### config.mk
export PLATFORM = sky130hd
export DESIGN_NAME = pwr_domain_seq
export DESIGN_NICKNAME = d
export VERILOG_FILES = /design/src/rtl/pds_pkg.sv /design/src/rtl/pds_tick_timer.sv /design/src/rtl/pds_line_reg.sv /design/src/rtl/pds_fsm.sv /design/src/rtl/pwr_domain_seq.sv
export SDC_FILE = /design/constraint.sdc
export NUM_CORES = 1
export LEC_CHECK = 0
export BUFFER_PORTS_ARGS = -buffer_cell sky130_fd_sc_hd__buf_2
export CELL_PAD_IN_SITES_DETAIL_PLACEMENT = 1
export CELL_PAD_IN_SITES_GLOBAL_PLACEMENT = 1
export CORE_MARGIN = 4
export CORE_UTILIZATION = 38
export DETAILED_ROUTE_END_ITERATION = 6
export PLACE_DENSITY_LB_ADDON = 0.1
export SKIP_LAST_GASP = 1
export SYNTH_ARGS = -nofsm -noshare
export SYNTH_HDL_FRONTEND = slang
export SYNTH_SLANG_ARGS = --single-unit
### constraint.sdc
create_clock -name clk -period 2.9 [get_ports clk]
set_input_delay 0.29 -clock clk [delete_from_list [all_inputs] [get_ports clk]]
set_output_delay 0.29 -clock clk [all_outputs]
set_load 0.01 [all_outputs]
### src/rtl/pds_pkg.sv
package pds_pkg;

    localparam int NUM_LINES = 10;
    localparam int SEL_W     = 4;

    // Index of each control line inside the line register.
    typedef enum logic [SEL_W-1:0] {
        L_RST_N  = 4'd0,
        L_ISO    = 4'd1,
        L_MAIN   = 4'd2,
        L_AUX    = 4'd3,
        L_CLKOFF = 4'd4,
        L_SCKISO = 4'd5,
        L_SISO_N = 4'd6,
        L_SPD    = 4'd7,
        L_SSLP   = 4'd8,
        L_PROT   = 4'd9
    } line_e;

    // Domain-off values: protected, isolated, clock stopped, in reset, SRAM down.
    localparam logic [NUM_LINES-1:0] LINES_OFF = 10'b10_1011_0010;

    typedef enum logic [4:0] {
        S_IDLE,
        S_D_PROT_ON, S_D_PROT_WAIT, S_D_SCKISO_ON, S_D_SISO_OFF, S_D_SISO_WAIT,
        S_D_SRAM_OFF, S_D_SRAM_WAIT, S_D_ISO_ON, S_D_CLK_OFF, S_D_RST_ON,
        S_D_MAIN_OFF, S_D_MAIN_WAIT, S_D_AUX_OFF, S_D_AUX_WAIT,
        S_U_MAIN_ON, S_U_MAIN_WAIT, S_U_SETTLE, S_U_AUX_ON, S_U_AUX_WAIT,
        S_U_CLK_ON, S_U_ISO_OFF, S_U_RET_WAIT, S_U_RST_OFF, S_U_SRAM_ON,
        S_U_SRAM_WAIT, S_U_SISO_ON, S_U_SISO_WAIT, S_U_SCKISO_OFF, S_U_PROT_OFF,
        S_DONE
    } seq_state_e;

endpackage

### src/rtl/pds_tick_timer.sv
module pds_tick_timer #(
    parameter int CNT_W = 8
) (
    input  logic             clk,
    input  logic             rst_n,
    input  logic             restart,
    input  logic             tick,
    output logic [CNT_W-1:0] count
);
    localparam logic [CNT_W-1:0] CNT_MAX = {CNT_W{1'b1}};

    always_ff @(posedge clk or negedge rst_n) begin
        if (!rst_n) begin
            count <= '0;
        end else if (restart) begin
            count <= '0;
        end else if (tick && (count != CNT_MAX)) begin
            count <= count + 1'b1;
        end
    end
endmodule

### src/rtl/pds_line_reg.sv
module pds_line_reg #(
    parameter int                   NL      = 10,
    parameter int                   SW      = 4,
    parameter logic [NL-1:0]        RST_VAL = '0
) (
    input  logic          clk,
    input  logic          rst_n,
    input  logic          wr,
    input  logic [SW-1:0] sel,
    input  logic          val,
    output logic [NL-1:0] lines
);
    for (genvar i = 0; i < NL; i++) begin : g_line
        always_ff @(posedge clk or negedge rst_n) begin
            if (!rst_n) begin
                lines[i] <= RST_VAL[i];
            end else if (wr && (sel == SW'(i))) begin
                lines[i] <= val;
            end
        end
    end
endmodule

### src/rtl/pds_fsm.sv
module pds_fsm
    import pds_pkg::*;
#(
    parameter int CNT_W       = 8,
    parameter int TIMEOUT_TK  = 6,
    parameter int SETTLE_US   = 50,
    parameter int RET_US      = 10,
    parameter int SRAM_ISO_US = 1
) (
    input  logic             clk,
    input  logic             rst_n,
    input  logic             req,
    input  logic             req_up,
    input  logic             cap_no_sram,
    input  logic             cap_sram_sleep,
    input  logic             cap_sram_iso,
    input  logic             cap_ret_delay,
    input  logic             prot_ack,
    input  logic             ack_main,
    input  logic             ack_aux,
    input  logic             ack_sram_pd,
    input  logic             ack_sram_slp,
    input  logic [CNT_W-1:0] count,
    output logic             restart,
    output logic             wr,
    output line_e            sel,
    output logic             val,
    output logic             busy,
    output logic             done,
    output logic             err
);
    localparam logic [CNT_W-1:0] TO_LIM  = CNT_W'(TIMEOUT_TK);
    localparam logic [CNT_W-1:0] SET_LIM = CNT_W'(SETTLE_US);
    localparam logic [CNT_W-1:0] RET_LIM = CNT_W'(RET_US);
    localparam logic [CNT_W-1:0] ISO_LIM = CNT_W'(SRAM_ISO_US);

    seq_state_e state_q, state_d;
    logic       nos_q, slp_q, siso_q, ret_q;
    logic       accept, fail, expired;
    logic       sram_off_ok, sram_on_ok;

    assign accept      = (state_q == S_IDLE) && req;
    assign expired     = (count >= TO_LIM);
    assign sram_off_ok = slp_q ? !ack_sram_slp : ack_sram_pd;
    assign sram_on_ok  = slp_q ? ack_sram_slp : !ack_sram_pd;
    assign restart     = (state_d != state_q);

    // State register, latched straps and error flag
    always_ff @(posedge clk or negedge rst_n) begin
        if (!rst_n) begin
            state_q <= S_IDLE;
            nos_q   <= 1'b0;
            slp_q   <= 1'b0;
            siso_q  <= 1'b0;
            ret_q   <= 1'b0;
            err     <= 1'b0;
        end else begin
            state_q <= state_d;
            if (accept) begin
                nos_q  <= cap_no_sram;
                slp_q  <= cap_sram_sleep;
                siso_q <= cap_sram_iso;
                ret_q  <= cap_ret_delay;
                err    <= 1'b0;
            end else if (fail) begin
                err <= 1'b1;
            end
        end
    end

    // Next-state logic
    always_comb begin
        state_d = state_q;
        fail    = 1'b0;
        unique case (state_q)
            S_IDLE:
                if (req) state_d = req_up ? S_U_MAIN_ON : S_D_PROT_ON;
            // ---- power-down ----
            S_D_PROT_ON:   state_d = S_D_PROT_WAIT;
            S_D_PROT_WAIT:
                if (prot_ack) begin
                    if (nos_q)       state_d = S_D_ISO_ON;
                    else if (siso_q) state_d = S_D_SCKISO_ON;
                    else             state_d = S_D_SRAM_OFF;
                end else if (expired) begin
                    fail = 1'b1; state_d = S_IDLE;
                end
            S_D_SCKISO_ON: state_d = S_D_SISO_OFF;
            S_D_SISO_OFF:  state_d = S_D_SISO_WAIT;
            S_D_SISO_WAIT:
                if (count >= ISO_LIM) state_d = S_D_SRAM_OFF;
            S_D_SRAM_OFF:  state_d = S_D_SRAM_WAIT;
            S_D_SRAM_WAIT:
                if (sram_off_ok) state_d = S_D_ISO_ON;
                else if (expired) begin
                    fail = 1'b1; state_d = S_IDLE;
                end
            S_D_ISO_ON:    state_d = S_D_CLK_OFF;
            S_D_CLK_OFF:   state_d = S_D_RST_ON;
            S_D_RST_ON:    state_d = S_D_MAIN_OFF;
            S_D_MAIN_OFF:  state_d = S_D_MAIN_WAIT;
            S_D_MAIN_WAIT:
                if (!ack_main) state_d = S_D_AUX_OFF;
                else if (expired) begin
                    fail = 1'b1; state_d = S_IDLE;
                end
            S_D_AUX_OFF:   state_d = S_D_AUX_WAIT;
            S_D_AUX_WAIT:
                if (!ack_aux) state_d = S_DONE;
                else if (expired) begin
                    fail = 1'b1; state_d = S_IDLE;
                end
            // ---- power-up ----
            S_U_MAIN_ON:   state_d = S_U_MAIN_WAIT;
            S_U_MAIN_WAIT:
                if (ack_main) state_d = S_U_SETTLE;
                else if (expired) begin
                    fail = 1'b1; state_d = S_IDLE;
                end
            S_U_SETTLE:
                if (count >= SET_LIM) state_d = S_U_AUX_ON;
            S_U_AUX_ON:    state_d = S_U_AUX_WAIT;
            S_U_AUX_WAIT:
                if (ack_aux) state_d = S_U_CLK_ON;
                else if (expired) begin
                    fail = 1'b1; state_d = S_IDLE;
                end
            S_U_CLK_ON:    state_d = S_U_ISO_OFF;
            S_U_ISO_OFF:   state_d = ret_q ? S_U_RET_WAIT : S_U_RST_OFF;
            S_U_RET_WAIT:
                if (count >= RET_LIM) state_d = S_U_RST_OFF;
            S_U_RST_OFF:   state_d = nos_q ? S_U_PROT_OFF : S_U_SRAM_ON;
            S_U_SRAM_ON:   state_d = S_U_SRAM_WAIT;
            S_U_SRAM_WAIT:
                if (sram_on_ok) state_d = siso_q ? S_U_SISO_ON : S_U_PROT_OFF;
                else if (expired) begin
                    fail = 1'b1; state_d = S_IDLE;
                end
            S_U_SISO_ON:   state_d = S_U_SISO_WAIT;
            S_U_SISO_WAIT:
                if (count >= ISO_LIM) state_d = S_U_SCKISO_OFF;
            S_U_SCKISO_OFF: state_d = S_U_PROT_OFF;
            S_U_PROT_OFF:  state_d = S_DONE;
            S_DONE:        state_d = S_IDLE;
            default:       state_d = S_IDLE;
        endcase
    end

    // Outputs: one line write per command state
    always_comb begin
        wr   = 1'b0;
        sel  = L_RST_N;
        val  = 1'b0;
        busy = (state_q != S_IDLE);
        done = (state_q == S_DONE);
        unique case (state_q)
            S_D_PROT_ON:    begin wr = 1'b1; sel = L_PROT;   val = 1'b1; end
            S_D_SCKISO_ON:  begin wr = 1'b1; sel = L_SCKISO; val = 1'b1; end
            S_D_SISO_OFF:   begin wr = 1'b1; sel = L_SISO_N; val = 1'b0; end
            S_D_SRAM_OFF:   begin
                wr  = 1'b1;
                sel = slp_q ? L_SSLP : L_SPD;
                val = !slp_q;
            end
            S_D_ISO_ON:     begin wr = 1'b1; sel = L_ISO;    val = 1'b1; end
            S_D_CLK_OFF:    begin wr = 1'b1; sel = L_CLKOFF; val = 1'b1; end
            S_D_RST_ON:     begin wr = 1'b1; sel = L_RST_N;  val = 1'b0; end
            S_D_MAIN_OFF:   begin wr = 1'b1; sel = L_MAIN;   val = 1'b0; end
            S_D_AUX_OFF:    begin wr = 1'b1; sel = L_AUX;    val = 1'b0; end
            S_U_MAIN_ON:    begin wr = 1'b1; sel = L_MAIN;   val = 1'b1; end
            S_U_AUX_ON:     begin wr = 1'b1; sel = L_AUX;    val = 1'b1; end
            S_U_CLK_ON:     begin wr = 1'b1; sel = L_CLKOFF; val = 1'b0; end
            S_U_ISO_OFF:    begin wr = 1'b1; sel = L_ISO;    val = 1'b0; end
            S_U_RST_OFF:    begin wr = 1'b1; sel = L_RST_N;  val = 1'b1; end
            S_U_SRAM_ON:    begin
                wr  = 1'b1;
                sel = slp_q ? L_SSLP : L_SPD;
                val = slp_q;
            end
            S_U_SISO_ON:    begin wr = 1'b1; sel = L_SISO_N; val = 1'b1; end
            S_U_SCKISO_OFF: begin wr = 1'b1; sel = L_SCKISO; val = 1'b0; end
            S_U_PROT_OFF:   begin wr = 1'b1; sel = L_PROT;   val = 1'b0; end
            default:        ;
        endcase
    end
endmodule

### src/rtl/pwr_domain_seq.sv
module pwr_domain_seq
    import pds_pkg::*;
#(
    parameter int POLL_LIMIT  = 10000,
    parameter int POLL_GAP_US = 10,
    parameter int SETTLE_US   = 50,
    parameter int RET_US      = 10,
    parameter int SRAM_ISO_US = 1
) (
    input  logic clk,
    input  logic rst_n,
    input  logic tick_us,
    input  logic req,
    input  logic req_up,
    input  logic cap_no_sram,
    input  logic cap_sram_sleep,
    input  logic cap_sram_iso,
    input  logic cap_ret_delay,
    input  logic prot_ack,
    input  logic ack_main,
    input  logic ack_aux,
    input  logic ack_sram_pd,
    input  logic ack_sram_slp,
    output logic prot_req,
    output logic dom_rst_n,
    output logic dom_iso,
    output logic sw_main,
    output logic sw_aux,
    output logic clk_off,
    output logic sram_ckiso,
    output logic sram_iso_n,
    output logic sram_pd,
    output logic sram_slp,
    output logic busy,
    output logic done,
    output logic err
);
    localparam int TIMEOUT_TK = POLL_LIMIT * POLL_GAP_US;
    localparam int MAX_A      = (TIMEOUT_TK > SETTLE_US) ? TIMEOUT_TK : SETTLE_US;
    localparam int MAX_B      = (RET_US > SRAM_ISO_US) ? RET_US : SRAM_ISO_US;
    localparam int MAX_TK     = (MAX_A > MAX_B) ? MAX_A : MAX_B;
    localparam int CNT_W      = $clog2(MAX_TK + 2);

    logic [CNT_W-1:0]     count;
    logic                 restart;
    logic                 wr;
    line_e                sel;
    logic [SEL_W-1:0]     sel_bits;
    logic                 val;
    logic [NUM_LINES-1:0] lines;

    assign sel_bits = sel;

    pds_fsm #(
        .CNT_W      (CNT_W),
        .TIMEOUT_TK (TIMEOUT_TK),
        .SETTLE_US  (SETTLE_US),
        .RET_US     (RET_US),
        .SRAM_ISO_US(SRAM_ISO_US)
    ) u_fsm (
        .clk           (clk),
        .rst_n         (rst_n),
        .req           (req),
        .req_up        (req_up),
        .cap_no_sram   (cap_no_sram),
        .cap_sram_sleep(cap_sram_sleep),
        .cap_sram_iso  (cap_sram_iso),
        .cap_ret_delay (cap_ret_delay),
        .prot_ack      (prot_ack),
        .ack_main      (ack_main),
        .ack_aux       (ack_aux),
        .ack_sram_pd   (ack_sram_pd),
        .ack_sram_slp  (ack_sram_slp),
        .count         (count),
        .restart       (restart),
        .wr            (wr),
        .sel           (sel),
        .val           (val),
        .busy          (busy),
        .done          (done),
        .err           (err)
    );

    pds_tick_timer #(.CNT_W(CNT_W)) u_timer (
        .clk    (clk),
        .rst_n  (rst_n),
        .restart(restart),
        .tick   (tick_us),
        .count  (count)
    );

    pds_line_reg #(
        .NL     (NUM_LINES),
        .SW     (SEL_W),
        .RST_VAL(LINES_OFF)
    ) u_lines (
        .clk  (clk),
        .rst_n(rst_n),
        .wr   (wr),
        .sel  (sel_bits),
        .val  (val),
        .lines(lines)
    );

    assign dom_rst_n  = lines[L_RST_N];
    assign dom_iso    = lines[L_ISO];
    assign sw_main    = lines[L_MAIN];
    assign sw_aux     = lines[L_AUX];
    assign clk_off    = lines[L_CLKOFF];
    assign sram_ckiso = lines[L_SCKISO];
    assign sram_iso_n = lines[L_SISO_N];
    assign sram_pd    = lines[L_SPD];
    assign sram_slp   = lines[L_SSLP];
    assign prot_req   = lines[L_PROT];
endmodule

---- Word level (Yosys, flattened, before mapping) ----
Index checks and enable logic that the tools add are counted.
Widths: inputs -> output; s select.
storage, ports and cells
  bits in registers ....................... 37
  word-level logic and storage cells ...... 132
  memory bits (read-only) ................. 0
  memories ................................ 0
  output and inout bits ................... 13
  input bits .............................. 14
  latch bits .............................. 0
  bits in writable memories ............... 0
cells by class
  bitwise logic cells ..................... 0
  add/sub/neg operators ................... 1
  magnitude comparators ................... 4
  multiply operators ...................... 0
  reduce and logical (&&, ||, !) cells .... 30
  equality and inequality tests ........... 41
  muxes and demuxes ....................... 39
  divide/modulo/power cells ............... 0
  shifts and indexed selects .............. 0
operators by type and width
  operator               number
  $pmux 5 s30            1
  $eq 5x5->1 const B     15
  $mux 5                 14
  $eq 5x4->1 const B     8
  $mux 17                2
  $pmux 4 s8             1
  $eq 5x3->1 const B     4
  $reduce_or 18->1       1
  $add 17x1->17 const B  1
  $ge 17x1->1 const B    1
  $ge 17x17->1 const B   1
  $ge 17x4->1 const B    1
  $ge 17x6->1 const B    1
  $ne 17x17->1 const B   1
  $eq 4x3->1 const B     4
  $reduce_or 2->1        8
  $mux 1                 14
  $logic_and 1x1->1      12
  $eq 5x2->1 const B     2
  $mux 3                 3
  $eq 4x2->1 const B     2
  $eq 4x4->1 const B     2
  $mux 4                 2
  $reduce_or 8->1        1
  other kinds (10)       13

---- Depth between registers and ports, before layout ----
  depth in word-level cells ............... 6
  mapped depth ............................ 13
  gate-level depth less buffers ........... 12

---- Cells and area by module ----
Synthesis repeated with hierarchy kept, for this count alone.
second synthesis, totals
  cell total of the unflattened synthesis .. 364
  area, all modules ....................... 3078.0 um^2
modules (own cells, without submodules)
  module          seq. area each (um^2)  cells an instance  instances  area an instance (um^2)
  pds_fsm         250.2                  232                1          1684.1
  pds_tick_timer  425.4                  95                 1          910.9
  pds_line_reg    256.5                  37                 1          483.0

---- Least setup slack after synthesis ----
Ideal clock, no wire load.
  path kind ............................... flip-flop to flip-flop
  from .................................... register u_timer.count[6]
  to ...................................... register u_timer.count[10]
  required time ........................... 2.799 ns
  period minus slack after synthesis ...... 2.497 ns
  cell stages (with the launch flop) ...... 14
  path slack .............................. 0.403 ns
  library setup time ...................... 0.101 ns
  buffers on the path ..................... 1
  data arrival time ....................... 2.395 ns
  cells stage by stage .................... dfrtp_1 and3_1 and4_1 and3_1 nand2_1 nor3_1 ha_1 nor2b_1 clkbuf_1 nand2_1 nor2_1 nand3_1 xor2_1 nor4_1
between the ends
  cells in the longest elaborated chain, start to end .. 6
  elaborated cells between the ends (all ways) .. 24
  those cells by class .................... add/sub (1); order compare (4); eq/ne (2); mux (15); reduce/logical (2)
RTL lines
  item                                                 line                  source
  from (decl)                                          pds_tick_timer.sv:8   output logic [CNT_W-1:0] count
  from (signal assigned)                               pds_tick_timer.sv:18  count <= count + 1'b1;
  $ge 17x17->1                                         pds_fsm.sv:43         assign expired = (count >= TO_LIM);
  $mux 5                                               -
  $mux 5 (tied with other cells)                       pds_fsm.sv:135        if (sram_on_ok) state_d = siso_q ? S_U_SISO_ON : S_U_PROT_OFF;
  $pmux 5 s30                                          pds_fsm.sv:75         unique case (state_q)
  $ne 5x5->1                                           pds_fsm.sv:46         assign restart = (state_d != state_q);
  $mux 17 / $reduce_bool 2->1 (equally long branches)  -
Parallel ways exist; a longest one is shown, timed or not. The select of a mux whose other input is x is not followed.
A chain may end at the register's enable or synchronous reset.

---- Worst setup path in the final report ----
  from .................................... register u_timer.count[2]
  to ...................................... register u_timer.count[16]
The elaborated chain is that of the path after synthesis.

==> results.sh <==
export IMPL_clkPwrFrac_pct=13.0
export IMPL_critical_path_max_fanout=17
export IMPL_rows=31
export IMPL_antenna_found_initial=0
export IMPL_status="finished clean"
export IMPL_synthCells=336
export IMPL_synth_edf_count=0
export IMPL_place_congestion=0.873
export IMPL_ys_seq_area_share_pct=32.3
export IMPL_critPathRequiredTime_ns=3.08
export IMPL_root_buffer="clkbuf_8"
export IMPL_first_global_vias=2760
export IMPL_drc_errors=0
export IMPL_p_leak_uw=0.00133
export IMPL_fin_nets=391
export IMPL_combinationalPowerShare_pct=63.6
export IMPL_start_util_pct=39.4
export IMPL_async_flop_share_pct=100
export IMPL_drtIter0Drc=173
export IMPL_timing_final_crit_share_pct=92.9
export IMPL_grt_max_degree=38
export IMPL_power_share_switching_pct=49.9
export IMPL_ir_drop_mv=1.25
export IMPL_core_area_um2=7330
export IMPL_internal_power_uw=1840
export IMPL_drt_first_pass_iters=5
export IMPL_synth_area_per_cell_um2=8.59
export IMPL_ant_nets=0
export IMPL_endpoint_kind="flip-flop"
export IMPL_hold_buffers=0
export IMPL_fmax_ghz=0.371
export IMPL_tightest_slew_ns=0.857
export IMPL_numCtsBuffers=5
export IMPL_slew_headroom_pct=42.9
export IMPL_finalWirelength_um=8910
export IMPL_syn_area_um2=2890
export IMPL_cts_buffer_depth=2
export IMPL_dp_final_hpwl_um=6700
export IMPL_power_share_sequential_pct=23.3
export IMPL_numPortBuffers=26
export IMPL_num_io_pins=27
export IMPL_fin_crit_ns=2.69
export IMPL_n_antenna_cell=0
export IMPL_setup_viol=0
export IMPL_dieArea_um2=9050
export IMPL_setup_worst_path_class="reg2reg"
export IMPL_rsz0062_at_grt="yes"
export IMPL_wl_per_cell_um=18.8
export IMPL_grt_total_usage_pct=21.2
export IMPL_fp_dieW_um=95.1
export IMPL_ys_flop_type="dfrtp_1"
export IMPL_p_per_area_nw_per_um2=1090
export IMPL_htreeDepth=2
export IMPL_min_path_type="in2async"
export IMPL_synth_nets=354
export IMPL_via_count=2786
export IMPL_hold_viol=0
export IMPL_startpoint_type="flip-flop"
export IMPL_synth_cell_types=65
export IMPL_design_area_um2=3380
export IMPL_clkTransAtPathRegs_ns=0.08
export IMPL_drv_cap=0
export IMPL_slew_viol_final=0
export IMPL_synthToLayoutAreaGrowth_pct=17.2
export IMPL_cts_tree="done"
export IMPL_yosys_register_bits=37
export IMPL_clkLatencyLatePin_ns=0.29
export IMPL_cts_sinks=37
export IMPL_synth_warnings=0
export IMPL_grt_pass1_wl_um=14800
export IMPL_design_power_total_uw=3670
export IMPL_grt_overflow_total=0
export IMPL_p_sw_uw=1830
export IMPL_fin_skew_ns=0.00796
export IMPL_drive_gt1_share_pct=26.2
export IMPL_critical_path_arrival_ns=2.87
export IMPL_place_area_um2=3240
export IMPL_viasPerCell=5.89
export IMPL_die_y_um=95.1
[cells in the final DEF (no fill, tap or decap), drive strengths merged, types with 2 or more instances in the layout]
master and instances:
and4b 2, nor4 21, o21ai 26, buf 51, nor3 10, clkbuf 7
and3 3, o2111ai 2, a21oi 9, mux2 8, o21bai 3, inv 9
o22ai 3, xnor2 3, a21boi 2, nor3b 4, dfrtp 32, or3 2
dfstp 5, a31oi 2, nand3 14, nand4bb 2, nand2 34, ha 4
o211ai 6, or2 2, a211oi 5, nand2b 9, nor2 25, o31ai 2
nor2b 6, nand4 12, and2 4, o32ai 3, o311ai 3, xor2 13
a32oi 3, mux2i 5, o21a 2
[worst max-delay path, cell delays in order (launching register included)]
cell and delay (ns):
dfrtp_1 0.46, or3_1 0.41, or3_4 0.34, or2_1 0.24, o32ai_2 0.20, a311oi_1 0.11, mux2_4 0.46, nor4_1 0.35
[power by group through the flow]
| stage | clock, uW | sequential (uW) | combinational [uW] |
|---|---|---|---|
| floorplan | 0 | 767 | 1630 |
| global placement | 0 | 848 | 2290 |
| detailed placement | 0 | 855 | 2310 |
| CTS | 499 | 845 | 2320 |
| global route | 524 | 881 | 2570 |
| finish | 479 | 857 | 2340 |
[stage by stage]
stage | util [%] | hold WS [ns] | setup TNS (ns) | instances | setup slack (ns)
6_report | 46.1 | 0.101 | 0 | 473 | 0.207
5_1_grt | 46.1 | 0.176 | -0.00670 | 473 | -0.00670
4_1_cts | 45.8 | 0.140 | 0 | 473 | 0.131
3_5_place_dp | 44.2 | 0.462 | 0 | 465 | 0.142
3_3_place_gp | 44.2 | 0.455 | 0 | 465 | 0.262
2_1_floorplan | - | -0.00559 | 0 | 336 | 0.403
[state kept, by name (all words and copies together), names as in the netlist]
register	cells
u_fsm.slp_q	1
u_fsm.err	1
u_fsm.nos_q	1
u_lines.lines	10
u_fsm.siso_q	1
u_timer.count	17
u_fsm.state_q	5
u_fsm.ret_q	1
[final timing paths]
path                                                   start                       endpoint  slack (ns)  depth (start not counted)
worst max-delay path            u_timer.count[2]$_DFFE_PN0P_  u_timer.count[16]$_DFFE_PN0P_        0.21                          7
worst min-delay path                                   rst_n     u_fsm.state_q[4]$_DFF_PN0_        0.10                          1
worst max register to register  u_timer.count[2]$_DFFE_PN0P_  u_timer.count[16]$_DFFE_PN0P_        0.21                          7
worst min register to register         u_fsm.err$_DFFE_PN0P_          u_fsm.err$_DFFE_PN0P_        0.49                          1
max in group asynchronous                              rst_n     u_fsm.state_q[2]$_DFF_PN0_        2.20                          1
min in group clk                              cap_sram_sleep        u_fsm.slp_q$_DFFE_PN0P_        0.22                          2
[metal layers]
metal	wire (um)	part of all wire (%)	global-route usage, %
met1	4590	51	33.2
met2	3850	43	30.0
met3	387	4.3	3.47
met4	95	1.1	4.69
met5	0	0	0
[Yosys cell counts (3+ instances only)]
cell      instances  area [um2]
nor3_1           10        50.1
dfstp_2           5         131
nand4_1          11        68.8
and2_1            4        25.0
o311ai_0          3        26.3
o22ai_1           3        18.8
nand3_1          14        70.1
nand2_1          34         128
nor3b_1           4        30.0
a32oi_1           3        26.3
a211oi_1          5        37.5
o21ai_0          25         125
o211ai_1          6        45.0
nor4_2           10         125
mux2_2            7        78.8
o21bai_1          3        22.5
dfrtp_1          32         801
a21oi_1           9        45.0
nand2b_1          9        56.3
mux2i_1           5        50.1
nor2b_1           6        37.5
xor2_1           13         114
ha_1              4        50.1
buf_2            15        75.1
clkbuf_1          3        11.3
and3_1            3        18.8
nor4_1           10        62.6
xnor2_1           3        26.3
nor2_1           25        93.8
inv_1             9        33.8
[cells by family (layout without fill, tap and decap cells)]
logic type / Yosys count / count (layout) / synth area share [%]
mux: 13 / 13 / 4.99
buf+inv: 30 / 68 / 5.38
flops: 37 / 37 / 32.3
xor+xnor: 16 / 16 / 4.86
compound gates: 82 / 82 / 19.3
fa+ha+maj: 4 / 4 / 1.73
simple gates: 154 / 154 / 31.4
[cell type report]
type                    count  area [um2]
fillers                   879        3950
multi-input cells         269        1820
flip-flops and latches     37         937
repair buffers             51         355
well taps                  99         124
clock buffers               7        86.3
inverters                   9        33.8
clock inverters             1        30.0
[repair_timing]
item	CTS	global route
buffers inserted	0	0
gates resized for setup	0	10
endpoints found under the setup margin	0	17
No activity file was read; power rests on OpenSTA's default activity.
